### config.mk
export PLATFORM = sky130hd
export DESIGN_NAME = ovm_pwm_timer
export DESIGN_NICKNAME = d
export VERILOG_FILES = /design/src/rtl/pwmt_pkg.sv /design/src/rtl/pwmt_cfg_regs.sv /design/src/rtl/pwmt_prescaler.sv /design/src/rtl/pwmt_count_core.sv /design/src/rtl/pwmt_wave_out.sv /design/src/rtl/ovm_pwm_timer.sv
export SDC_FILE = /design/constraint.sdc
export NUM_CORES = 1
export LEC_CHECK = 0
export BUFFER_PORTS_ARGS = -buffer_cell sky130_fd_sc_hd__buf_2
export CAP_MARGIN = 25
export CORE_ASPECT_RATIO = 1.25
export CORE_MARGIN = 4
export CORE_UTILIZATION = 45
export DETAILED_ROUTE_END_ITERATION = 6
export GPL_ROUTABILITY_DRIVEN = 0
export PLACE_DENSITY = 0.64
export SYNTH_ARGS = -nofsm -noshare
export SYNTH_HDL_FRONTEND = slang
export SYNTH_SLANG_ARGS = --single-unit
### constraint.sdc
create_clock -name clk -period 11.8 [get_ports clk]
set_clock_uncertainty 0.2 [all_clocks]
set_input_delay 1.18 -clock clk [delete_from_list [all_inputs] [get_ports clk]]
set_output_delay 1.18 -clock clk [all_outputs]
set_load 0.05 [all_outputs]
### src/rtl/pwmt_pkg.sv
package pwmt_pkg;

    localparam int PRE_W = 3;

    typedef enum logic [1:0] {
        TRIG_NONE     = 2'd0,
        TRIG_OVF      = 2'd1,
        TRIG_BOTH     = 2'd2,
        TRIG_BOTH_ALT = 2'd3
    } trig_e;

    typedef enum logic [1:0] {
        ADDR_CTRL = 2'd0,
        ADDR_LOAD = 2'd1,
        ADDR_CMP  = 2'd2,
        ADDR_CNT  = 2'd3
    } addr_e;

    typedef struct packed {
        logic             pre_en;
        logic [PRE_W-1:0] pre_exp;
        logic             cmp_en;
        logic             idle_hi;
        logic             toggle;
        trig_e            trig;
    } ctrl_t;

    localparam int CTRL_W = $bits(ctrl_t);

    function automatic logic uses_match(trig_e t);
        return (t == TRIG_BOTH) || (t == TRIG_BOTH_ALT);
    endfunction

endpackage

### src/rtl/pwmt_cfg_regs.sv
module pwmt_cfg_regs
    import pwmt_pkg::*;
#(
    parameter int CNT_W = 32
) (
    input  logic             clk,
    input  logic             rst_n,
    input  logic             wr_en_i,
    input  logic [1:0]       wr_addr_i,
    input  logic [CNT_W-1:0] wr_data_i,
    output ctrl_t            ctrl_o,
    output logic [CNT_W-1:0] load_o,
    output logic [CNT_W-1:0] cmp_o,
    output logic             err_o,
    output logic             cnt_wr_o,
    output logic [CNT_W-1:0] cnt_wdata_o
);

    localparam logic [CNT_W-1:0] LIMIT = {CNT_W{1'b1}} - CNT_W'(2);

    typedef struct packed {
        ctrl_t            ctrl;
        logic [CNT_W-1:0] load;
        logic [CNT_W-1:0] cmp;
        logic             err;
    } cfg_s;

    cfg_s cfg_d, cfg_q;

    function automatic logic spaced(logic [CNT_W-1:0] lo, logic [CNT_W-1:0] hi);
        return {1'b0, hi} >= ({1'b0, lo} + (CNT_W+1)'(2));
    endfunction

    always_comb begin
        ctrl_t new_ctrl;
        logic  ok;
        cfg_d    = cfg_q;
        new_ctrl = ctrl_t'(wr_data_i[CTRL_W-1:0]);
        ok       = 1'b1;
        if (wr_en_i) begin
            unique case (addr_e'(wr_addr_i))
                ADDR_CTRL: begin
                    ok = !uses_match(new_ctrl.trig)
                         || (new_ctrl.cmp_en && spaced(cfg_q.load, cfg_q.cmp));
                    if (ok) cfg_d.ctrl = new_ctrl;
                end
                ADDR_LOAD: begin
                    ok = (wr_data_i <= LIMIT)
                         && (!uses_match(cfg_q.ctrl.trig) || spaced(wr_data_i, cfg_q.cmp));
                    if (ok) cfg_d.load = wr_data_i;
                end
                ADDR_CMP: begin
                    ok = (wr_data_i <= LIMIT)
                         && (!uses_match(cfg_q.ctrl.trig) || spaced(cfg_q.load, wr_data_i));
                    if (ok) cfg_d.cmp = wr_data_i;
                end
                default: ok = 1'b1;
            endcase
            cfg_d.err = !ok;
        end
    end

    always_ff @(posedge clk or negedge rst_n) begin
        if (!rst_n) cfg_q <= '0;
        else        cfg_q <= cfg_d;
    end

    assign ctrl_o      = cfg_q.ctrl;
    assign load_o      = cfg_q.load;
    assign cmp_o       = cfg_q.cmp;
    assign err_o       = cfg_q.err;
    assign cnt_wr_o    = wr_en_i && (addr_e'(wr_addr_i) == ADDR_CNT);
    assign cnt_wdata_o = wr_data_i;

    assert_load_limit_R8: assert property (@(posedge clk) disable iff (!rst_n)
        (load_o <= LIMIT) && (cmp_o <= LIMIT));

    assert_spacing_R9: assert property (@(posedge clk) disable iff (!rst_n)
        uses_match(ctrl_o.trig) |-> (ctrl_o.cmp_en && ({1'b0, cmp_o} >= {1'b0, load_o} + (CNT_W+1)'(2))));

endmodule

### src/rtl/pwmt_prescaler.sv
module pwmt_prescaler
    import pwmt_pkg::*;
(
    input  logic             clk,
    input  logic             rst_n,
    input  logic             run_i,
    input  logic             en_i,
    input  logic [PRE_W-1:0] exp_i,
    output logic             tick_o
);

    localparam int DIV_W = (1 << PRE_W) - 1;

    typedef struct packed {
        logic [DIV_W-1:0] div;
    } pre_s;

    pre_s pre_d, pre_q;
    logic [DIV_W-1:0] mask;

    always_comb begin
        mask   = ~({DIV_W{1'b1}} << exp_i);
        tick_o = run_i && (!en_i || (pre_q.div == mask));
        pre_d  = pre_q;
        if (!run_i || tick_o) pre_d.div = '0;
        else                  pre_d.div = pre_q.div + DIV_W'(1);
    end

    always_ff @(posedge clk or negedge rst_n) begin
        if (!rst_n) pre_q <= '0;
        else        pre_q <= pre_d;
    end

    assert_tick_spacing_R10: assert property (@(posedge clk) disable iff (!rst_n)
        (tick_o && en_i && (exp_i != '0)) |=> (!tick_o || !en_i || (exp_i == '0)));

endmodule

### src/rtl/pwmt_count_core.sv
module pwmt_count_core #(
    parameter int CNT_W = 32
) (
    input  logic             clk,
    input  logic             rst_n,
    input  logic             start_i,
    input  logic             stop_i,
    input  logic             tick_i,
    input  logic             cnt_wr_i,
    input  logic [CNT_W-1:0] cnt_wdata_i,
    input  logic [CNT_W-1:0] load_i,
    input  logic [CNT_W-1:0] cmp_i,
    input  logic             cmp_en_i,
    output logic             running_o,
    output logic             ovf_o,
    output logic             match_o
);

    localparam logic [CNT_W-1:0] TOP = {CNT_W{1'b1}};
    localparam logic [CNT_W-1:0] ONE = CNT_W'(1);

    typedef struct packed {
        logic             run;
        logic [CNT_W-1:0] cnt;
        logic             ovf;
        logic             match;
    } core_s;

    core_s core_d, core_q;

    always_comb begin
        core_d       = core_q;
        core_d.ovf   = 1'b0;
        core_d.match = 1'b0;
        if (stop_i)       core_d.run = 1'b0;
        else if (start_i) core_d.run = 1'b1;
        if (cnt_wr_i) begin
            core_d.cnt = cnt_wdata_i;
        end else if (core_q.run && tick_i) begin
            if (core_q.cnt == TOP) begin
                core_d.cnt = load_i;
                core_d.ovf = 1'b1;
            end else begin
                core_d.cnt   = core_q.cnt + ONE;
                core_d.match = cmp_en_i && ((core_q.cnt + ONE) == cmp_i);
            end
        end
    end

    always_ff @(posedge clk or negedge rst_n) begin
        if (!rst_n) core_q <= '0;
        else        core_q <= core_d;
    end

    assign running_o = core_q.run;
    assign ovf_o     = core_q.ovf;
    assign match_o   = core_q.match;

    assert_wrap_from_top_R2: assert property (@(posedge clk) disable iff (!rst_n)
        ovf_o |-> ($past(core_q.cnt) == TOP));

    assert_match_gated_R6: assert property (@(posedge clk) disable iff (!rst_n)
        match_o |-> ($past(cmp_en_i) && (core_q.cnt == $past(cmp_i))));

    assert_no_event_pair_R2: assert property (@(posedge clk) disable iff (!rst_n)
        !(ovf_o && match_o));

endmodule

### src/rtl/pwmt_wave_out.sv
module pwmt_wave_out
    import pwmt_pkg::*;
(
    input  logic  clk,
    input  logic  rst_n,
    input  logic  halt_i,
    input  logic  ovf_i,
    input  logic  match_i,
    input  trig_e trig_i,
    input  logic  toggle_i,
    input  logic  idle_hi_i,
    output logic  pwm_o
);

    typedef struct packed {
        logic level;
        logic pulse;
    } wave_s;

    wave_s wave_d, wave_q;
    logic  sel;

    always_comb begin
        sel    = (ovf_i && (trig_i != TRIG_NONE)) || (match_i && uses_match(trig_i));
        wave_d = wave_q;
        if (halt_i) begin
            wave_d.level = idle_hi_i;
            wave_d.pulse = 1'b0;
        end else begin
            if (sel && toggle_i) wave_d.level = ~wave_q.level;
            wave_d.pulse = sel && !toggle_i;
        end
    end

    always_ff @(posedge clk or negedge rst_n) begin
        if (!rst_n) wave_q <= '0;
        else        wave_q <= wave_d;
    end

    assign pwm_o = toggle_i ? wave_q.level : (idle_hi_i ^ wave_q.pulse);

    assert_idle_after_halt_R11: assert property (@(posedge clk) disable iff (!rst_n)
        ($past(halt_i) && $past(toggle_i) && toggle_i) |-> (pwm_o == $past(idle_hi_i)));

    assert_pulse_single_R4: assert property (@(posedge clk) disable iff (!rst_n)
        (!toggle_i && (pwm_o != idle_hi_i) && $stable(idle_hi_i)) |=> (!$stable(toggle_i) || !$stable(idle_hi_i) || (pwm_o == idle_hi_i) || $past(sel)));

endmodule

### src/rtl/ovm_pwm_timer.sv
module ovm_pwm_timer
    import pwmt_pkg::*;
#(
    parameter int CNT_W = 32
) (
    input  logic             clk,
    input  logic             rst_n,
    input  logic             wr_en,
    input  logic [1:0]       wr_addr,
    input  logic [CNT_W-1:0] wr_data,
    input  logic             start,
    input  logic             stop,
    output logic             pwm_out,
    output logic             ovf_evt,
    output logic             match_evt,
    output logic             running,
    output logic             cfg_err
);

    ctrl_t            ctrl;
    logic [CNT_W-1:0] load_val;
    logic [CNT_W-1:0] cmp_val;
    logic             cnt_wr;
    logic [CNT_W-1:0] cnt_wdata;
    logic             tick;

    pwmt_cfg_regs #(.CNT_W(CNT_W)) i_cfg (
        .clk         (clk),
        .rst_n       (rst_n),
        .wr_en_i     (wr_en),
        .wr_addr_i   (wr_addr),
        .wr_data_i   (wr_data),
        .ctrl_o      (ctrl),
        .load_o      (load_val),
        .cmp_o       (cmp_val),
        .err_o       (cfg_err),
        .cnt_wr_o    (cnt_wr),
        .cnt_wdata_o (cnt_wdata)
    );

    pwmt_prescaler i_pre (
        .clk    (clk),
        .rst_n  (rst_n),
        .run_i  (running),
        .en_i   (ctrl.pre_en),
        .exp_i  (ctrl.pre_exp),
        .tick_o (tick)
    );

    pwmt_count_core #(.CNT_W(CNT_W)) i_core (
        .clk         (clk),
        .rst_n       (rst_n),
        .start_i     (start),
        .stop_i      (stop),
        .tick_i      (tick),
        .cnt_wr_i    (cnt_wr),
        .cnt_wdata_i (cnt_wdata),
        .load_i      (load_val),
        .cmp_i       (cmp_val),
        .cmp_en_i    (ctrl.cmp_en),
        .running_o   (running),
        .ovf_o       (ovf_evt),
        .match_o     (match_evt)
    );

    pwmt_wave_out i_wave (
        .clk       (clk),
        .rst_n     (rst_n),
        .halt_i    (stop || !running),
        .ovf_i     (ovf_evt),
        .match_i   (match_evt),
        .trig_i    (ctrl.trig),
        .toggle_i  (ctrl.toggle),
        .idle_hi_i (ctrl.idle_hi),
        .pwm_o     (pwm_out)
    );

    assert_stopped_quiet_R11: assert property (@(posedge clk) disable iff (!rst_n)
        (!$past(running) && !running) |-> (!ovf_evt && !match_evt));

endmodule

==> metrics.md, run 1 <==
| Metric | Value |
|---|---|
| Type of the most critical hold path | flip-flop to flip-flop |
| #FFs+latches synth | around 120 |
| Type of element launching the critical path | input pin |
| Final Max Tran Viols | 0 |
| Port buffer count | 43 |
| Commonest non-fill, non-tap cells in the layout | sky130_fd_sc_hd__dfrtp_1, sky130_fd_sc_hd__ha_1, sky130_fd_sc_hd__nand2_1, sky130_fd_sc_hd__xor2_1, sky130_fd_sc_hd__nor2_1 |
| Post-CTS Setup Repair Bufs | 0 |
| Clock root buffer master | sky130_fd_sc_hd__clkbuf_16 |
| Part of the cycle the worst path needs | between 40% and 50% |
| Hold Startpoint | i_cfg.ctrl_o[0] |
| Flop pwr share | about a third |
| TritonCTS clock tree | done |
| Width of the chip | around 140 um |
| Number of nets in the synthesized netlist | around 1200 |
| Via density per instance | ~6.3 |
| Run status | finished, final reports clean |
| Cell leakage power | 4.53 nW |
| Cells after synthesis | roughly 1000 |
| Routed via count | roughly 8500 |
| Initial Util | 45.9% |
| Average instance area after synthesis | 9.47 um2 |
| Final Routed Wirelength | ~31 mm |
| Gate power share | between 40% and 50% |
| Net switching power of the design | roughly 1.2 mW |
| Slew at the pin closest to its max-slew limit | 1.05 ns |
| Share of layout cells above drive strength 1 | 15.5% |
| Crit Path Class | input pin to flip-flop |
| Power per cell area | approximately 250 nW/um2 |
| Die footprint | 24500 um2 |
| Number of DRC markers after the initial detailed-route iteration | 789 |
| Post-CTS Hold Fix Bufs | 0 |
| Crit Reg-Reg Endpoint | i_cfg.cmp_o[14] |
| Clock Sink Count | approximately 120 |
| Number of global-route vias before repair | approximately 8000 |
| Share of power burned in the clock network | between 10% and 20% |
| Clock Latency Late Sink | ~0.43 ns |
| DRT Pass-1 Iters | 7 |
| Total design power | 2.74 mW |
| Global-route usage over all layers | 25.1% |
| Data required, critical path | roughly 12 ns |
| Fraction of the yosys area taken by sequential cells | between 20% and 30% |
| Post-Syn Area | between 9000 and 10000 um2 |
| Number of nets in the final layout | 1206 |
| Final worst path period need | between 5 and 6 ns |
| WL per Instance | between 20 and 25 um |
| Post-synth EDFFs | 0 |
| RSZ-0062 raised after global routing | no |
| Peak Freq | roughly 180 MHz |
| Number of antenna violations at the first check in global routing | 0 |
| FF-to-FF path depth | 15 |
| Estimated wirelength of the detail-placed design | ~23 mm |
| Reg-to-reg critical path startpoint | i_cfg.load_o[1] |
| Depth of the worst hold-timing path | 1 |
| Finished Layout Cells | between 1000 and 1500 |
| Placed Cells | between 1000 and 1500 |
| CORE AREA | 21600 um2 |
| Count of unresolved DRC violations after routing | 0 |
| Final count of negative-setup-slack endpoints | 0 |
| Register-to-register path setup slack | slightly above 6 ns |
| Fraction of registers with async set or reset after synthesis | between 90% and 100% |
| Post-synth cell types | 76 |
| Hold path endpoint | i_cfg.ctrl_o[0] |
| Total of warnings raised by yosys | 0 |
| Most frequent standard cell in the layout excluding fill and tap cells | sky130_fd_sc_hd__dfrtp_1 |
| Prevailing post-synth register cell | sky130_fd_sc_hd__dfrtp_1 |
| Rows | 60 |
| Antenna violation net count after detailed routing | 0 |
| Maximum clock path buffer count | 2 |
| Int Power | between 1.5 and 2 mW |
| CP endpoint kind | flip-flop |
| H-tree depth | 4 |
| Largest net degree at the start of global routing | 71 |
| GR Overflow Total | 0 |
| Share of total power consumed by net switching | about 45% |
| Max FO, Critical Path | 19 |
| Number of buffers created by CTS | 17 |
| Number of max-capacitance violations reported | 0 |
| Largest vdd supply drop | about 0.12 mV |
| Clock edge transition at the registers on the reported setup and hold paths | approximately 0.060 ns |
| Crit path DAT | 5.82 ns |
| Fin Setup TNS | 0 ns |
| Chip Height | between 150 and 200 um |
| Area Growth Syn to Fin | 9.91% |
| Count of antenna diodes in the layout | 0 |
| Count of instances resized after the clock tree is built | 0 |
| Global-route wire length before repair | 47.9 mm |
| Worst slew slack as a fraction of its limit | 30.1% |
| Number of endpoints with negative hold slack in the final report | 0 |
| Origin of the worst setup path | wr_data[4] |
| Ports | 44 |
Yosys cell counts (25+ instances only):
library cell              count  area, um2
sky130_fd_sc_hd__mux2_2      34        383
sky130_fd_sc_hd__inv_1       25       93.8
sky130_fd_sc_hd__o21ai_0     25        125
sky130_fd_sc_hd__nand2_1     70        263
sky130_fd_sc_hd__mux2_4      29        435
sky130_fd_sc_hd__nand3_1     53        265
sky130_fd_sc_hd__nand4_1     43        269
sky130_fd_sc_hd__dfrtp_1    118       2950
sky130_fd_sc_hd__and3_1      27        169
sky130_fd_sc_hd__a21oi_1     46        230
sky130_fd_sc_hd__nor2_1      64        240
sky130_fd_sc_hd__ha_1        96       1200
sky130_fd_sc_hd__xnor2_1     59        517
sky130_fd_sc_hd__xor2_1      70        613
final cells by class:
| class | count | area (um2) |
|---|---|---|
| clock buffers | 19 | 453 |
| clock inverters | 13 | 131 |
| fillers | 2052 | 10700 |
| inverters | 25 | 93.8 |
| multi-input cells | 859 | 6660 |
| flip-flops and latches | 118 | 2950 |
| well taps | 279 | 349 |
| repair buffers | 50 | 270 |
power groups by stage:
| stage | clock network (mW) | registers (mW) | logic, mW |
|---|---|---|---|
| floorplan | 0 | 0.766 | 1.00 |
| global placement | 0 | 0.920 | 1.24 |
| detailed placement | 0 | 0.921 | 1.26 |
| CTS | 0.529 | 0.917 | 1.27 |
| global route | 0.545 | 0.955 | 1.43 |
| finish | 0.527 | 0.927 | 1.28 |
flip-flops by register name, indices dropped and copies added, names as in the netlist:
register	flops
i_core.running_o	1
i_cfg.load_o	32
i_core.core_q	32
i_wave.wave_q	2
i_core.ovf_o	1
i_cfg.ctrl_o	9
i_core.match_o	1
i_cfg.cmp_o	32
i_pre.pre_q	7
i_cfg.err_o	1
worst max-delay path, stage by stage:
cell and delay, ns:
sky130_fd_sc_hd__buf_2 0.25, sky130_fd_sc_hd__and3_1 0.23, sky130_fd_sc_hd__and3_1 0.20, sky130_fd_sc_hd__and3_1 0.35, sky130_fd_sc_hd__and4_1 0.43, sky130_fd_sc_hd__nand2_1 0.16, sky130_fd_sc_hd__nor2_1 0.18, sky130_fd_sc_hd__nand3_1 0.11
sky130_fd_sc_hd__xor2_1 0.16, sky130_fd_sc_hd__ha_1 0.18, sky130_fd_sc_hd__a21oi_1 0.11, sky130_fd_sc_hd__o21ai_0 0.13, sky130_fd_sc_hd__a2111oi_0 0.43, sky130_fd_sc_hd__o221ai_1 0.20, sky130_fd_sc_hd__a21oi_1 0.18, sky130_fd_sc_hd__nor4b_2 0.07
sky130_fd_sc_hd__nand2_1 0.43, sky130_fd_sc_hd__buf_4 0.44, sky130_fd_sc_hd__mux2_2 0.39
logic make-up (layout without fill, tap and decap cells):
family | count (synthesis) | in the layout | share of synthesized area (%)
muxes | 74 | 74 | 9.46
xor gates and xnor gates | 130 | 130 | 11.6
AOI/OAI and AO/OA | 193 | 193 | 13.6
adders and majority gates | 97 | 97 | 12.2
and+or+nand+nor | 365 | 365 | 20.1
buffers and inverters | 71 | 107 | 3.24
DFF | 118 | 118 | 29.8
stage by stage:
stage | worst slack, ns | util, % | cell area [um2] | hold WS (ns)
floorplan | 6.87 | - | 9920 | 0.252
global placement | 5.83 | 47.7 | 10300 | 0.324
detailed placement | 5.72 | 47.7 | 10300 | 0.328
CTS | 6.17 | 50.4 | 10900 | 0.342
global route | 5.78 | 50.4 | 10900 | 0.348
finish | 6.09 | 50.4 | 10900 | 0.332
how the worst max path moves through the flow:
stage | end | cells past startpoint
4_1_cts | i_cfg.load_o[23] | 19
2_1_floorplan | i_cfg.load_o[10] | 20
3_3_place_gp | i_cfg.load_o[7] | 19
3_5_place_dp | i_cfg.load_o[28] | 19
6_report | i_cfg.load_o[23] | 19
5_1_grt | i_cfg.load_o[23] | 19
per-layer routing:
layer | track usage (%) | vias to the layer above | wire (um) | part of all wire, %
li1 | - | 3958 | - | -
met1 | 33.3 | 4195 | 13200 | 43
met2 | 41.0 | 310 | 14700 | 48
met3 | 4.27 | 60 | 1920 | 6.3
met4 | 9.45 | 0 | 944 | 3.1
met5 | 0 | - | 0 | 0
Power figures use the tool's default switching activity.
==> inputs of run 2 (changes only) <==
==> constraint.sdc (replaced) <==
create_clock -name clk -period 5.46 [get_ports clk]
set_clock_uncertainty 0.2 [all_clocks]
set_input_delay 0.546 -clock clk [delete_from_list [all_inputs] [get_ports clk]]
set_output_delay 0.546 -clock clk [all_outputs]
set_load 0.05 [all_outputs]
==> metrics.md, run 2 (same netlist as run 1, synthesis figures left out) <==
| Metric | Value |
|---|---|
| Final worst path period need | 4.98 ns |
| DRT Pass-1 Iters | 6 (-1) |
| Placed Cells | 1339 (+0.60%) |
| Count of antenna diodes in the layout | 0 (unchanged) |
| Finished Layout Cells | 1373 (+0.73%) |
| Number of nets in the final layout | 1216 (+0.83%) |
| Number of DRC markers after the initial detailed-route iteration | 705 (-11%) |
| Area of the multi-input gates | 6660 um2 (unchanged) |
| Clock root buffer master | sky130_fd_sc_hd__clkbuf_16 |
| Chip Height | 174 um (unchanged) |
| Commonest non-fill, non-tap cells in the layout | sky130_fd_sc_hd__dfrtp_1, sky130_fd_sc_hd__ha_1, sky130_fd_sc_hd__nand2_1, sky130_fd_sc_hd__xor2_1, sky130_fd_sc_hd__nor2_1 |
| Most frequent standard cell in the layout excluding fill and tap cells | sky130_fd_sc_hd__dfrtp_1 |
| Cell leakage power | 4.62 nW (+1.9%) |
| Crit Path Class | input pin to flip-flop |
| Number of buffers created by CTS | 17 (unchanged) |
| Area used by sequential logic in the layout | 2950 um2 (unchanged) |
| Share of layout cells above drive strength 1 | 16.0% (+0.50 points) |
| Maximum clock path buffer count | 2 (unchanged) |
| Estimated wirelength of the detail-placed design | 22.9 mm (+1.2%) |
| Largest net degree at the start of global routing | 79 (+11%) |
| Data required, critical path | 5.57 ns (-6.34 ns) |
| Peak Freq | 201 MHz |
| Post-CTS Hold Fix Bufs | 0 (unchanged) |
| H-tree depth | 4 (unchanged) |
| Initial Util | 45.9% (unchanged) |
| Global-route wire length before repair | 47.9 mm (about the same) |
| RSZ-0062 raised after global routing | no |
| Type of element launching the critical path | input pin |
| Run status | finished, final reports clean |
| TritonCTS clock tree | done |
| Global-route usage over all layers | 24.9% (-0.17 points) |
| Post-CTS Setup Repair Bufs | 0 (unchanged) |
| Antenna violation net count after detailed routing | 0 (unchanged) |
| Number of global-route vias before repair | 8484 (+2.9%) |
| GR Overflow Total | 0 (unchanged) |
| Part of the cycle the worst path needs | 91.2% |
| Clock Sink Count | 118 (unchanged) |
| Fin Setup TNS | 0 ns (unchanged) |
| Ports | 44 (unchanged) |
| Final Routed Wirelength | 30.5 mm (-0.72%) |
| Number of endpoints with negative hold slack in the final report | 0 (unchanged) |
| Power per cell area | 544 nW/um2 (+120%) |
| CORE AREA | 21600 um2 (unchanged) |
| Number of antenna violations at the first check in global routing | 0 (unchanged) |
| Final Max Tran Viols | 0 (unchanged) |
| Worst slew slack as a fraction of its limit | 30.2% (+0.13 points) |
| Count of instances resized after the clock tree is built | 0 (unchanged) |
| Max FO, Critical Path | 22 (+3) |
| Via density per instance | 6.27 (+0.27%) |
| Clock Latency Late Sink | 0.43 ns (about the same) |
| Clock edge transition at the registers on the reported setup and hold paths | 0.06 ns (about the same) |
| WL per Instance | 22.2 um (-1.4%) |
| Final count of negative-setup-slack endpoints | 0 (unchanged) |
| Number of max-capacitance violations reported | 0 (unchanged) |
| Rows | 60 (unchanged) |
| Largest registers ranked by flip-flop count | i_cfg.cmp_o x32, i_cfg.load_o x32, i_core.core_q x32 |
| Area Growth Syn to Fin | 11.5% |
| Width of the chip | 141 um (unchanged) |
| Port buffer count | 43 (unchanged) |
| Slew at the pin closest to its max-slew limit | 1.04 ns (-0.00194 ns) |
| Die footprint | 24500 um2 (unchanged) |
| Count of unresolved DRC violations after routing | 0 (unchanged) |
| Routed via count | 8609 (+1.0%) |
| Crit path DAT | 5.09 ns (-0.73 ns) |
| CP endpoint kind | flip-flop |
| Type of the most critical hold path | input pin to flip-flop |
| Filler Cell Count | 2031 (-1.0%) |
| Largest vdd supply drop | 0.270 mV (+120%) |
==> run 2: cell types whose count changed in the layout (fill, tap and decap cells not counted), moves of 2 or more <==
cell / previous run / this run
sky130_fd_sc_hd__buf_4: 8 / 16
sky130_fd_sc_hd__bufinv_16: 2 / 4
sky130_fd_sc_hd__clkbuf_1: 0 / 2
sky130_fd_sc_hd__clkinv_2: 5 / 0
sky130_fd_sc_hd__clkinvlp_4: 5 / 3
==> run 2: critical path, stage by stage <==
cell and delay (ns):
sky130_fd_sc_hd__buf_2 0.30, sky130_fd_sc_hd__and3_1 0.24, sky130_fd_sc_hd__and3_1 0.21, sky130_fd_sc_hd__and3_1 0.32
sky130_fd_sc_hd__and4_1 0.31, sky130_fd_sc_hd__nand2_1 0.14, sky130_fd_sc_hd__nor2_1 0.20, sky130_fd_sc_hd__xnor2_1 0.11
sky130_fd_sc_hd__ha_1 0.30, sky130_fd_sc_hd__nand4_1 0.15, sky130_fd_sc_hd__nor2_1 0.25, sky130_fd_sc_hd__nand4_1 0.27
sky130_fd_sc_hd__nor4_1 0.60, sky130_fd_sc_hd__a21oi_1 0.16, sky130_fd_sc_hd__nor4b_2 0.30, sky130_fd_sc_hd__nand2_1 0.12
sky130_fd_sc_hd__buf_4 0.25, sky130_fd_sc_hd__mux2_2 0.31
==> run 2: report_power, final <==
group          switching [mW]  internal, mW  total, mW
Combinational            1.46          1.34       2.80
Sequential              0.721          1.25       1.97
Clock                   0.436         0.803       1.24
Total                    2.62          3.40       6.01
==> run 2: layout make-up <==
cell class              count  share of cell area, %
flip-flops and latches    118                   26.7
clock inverters            10                   1.53
multi-input cells         859                   60.2
repair buffers             60                   3.33
well taps                 279                   3.16
inverters                  25                  0.848
clock buffers              22                   4.29
==> run 2: through the flow <==
step	utilization [%]	total power [mW]	hold slack [ns]	setup WS (ns)	area [um2]
after CTS	51.0	5.99	0.0784	0.580	11000
after floorplan	-	3.83	0.0504	1.16	9920
after global routing	51.2	6.44	0.0824	0.301	11100
final	51.2	6.01	0.0803	0.480	11100
after global placement	48.0	4.67	0.276	0.276	10400
after detailed placement	48.0	4.72	0.286	0.177	10400
==> run 2: per-layer routing <==
| layer | wire length [um] | global-route usage [%] | share of wire, % |
|---|---|---|---|
| met1 | 12900 | 33.1 | 42 |
| met2 | 14300 | 39.5 | 47 |
| met3 | 2030 | 4.60 | 6.7 |
| met4 | 1310 | 11.1 | 4.3 |
| met5 | 0 | 0 | 0 |
==> run 2: path summary, 6_finish.rpt <==
| path | startpoint | to | slack, ns | depth (start not counted) |
|---|---|---|---|---|
| worst min-delay path | stop | i_core.running_o | 0.08 | 2 |
| worst max register to register | i_cfg.load_o[2] | i_cfg.cmp_o[2] | 0.76 | 17 |
| worst min register to register | i_cfg.ctrl_o[4] | i_cfg.ctrl_o[4] | 0.29 | 1 |
| min in group asynchronous | rst_n | i_cfg.cmp_o[14] | 0.31 | 2 |
| worst max-delay path | wr_data[4] | i_cfg.load_o[11] | 0.48 | 18 |
| max in group asynchronous | rst_n | i_cfg.ctrl_o[0] | 3.58 | 4 |
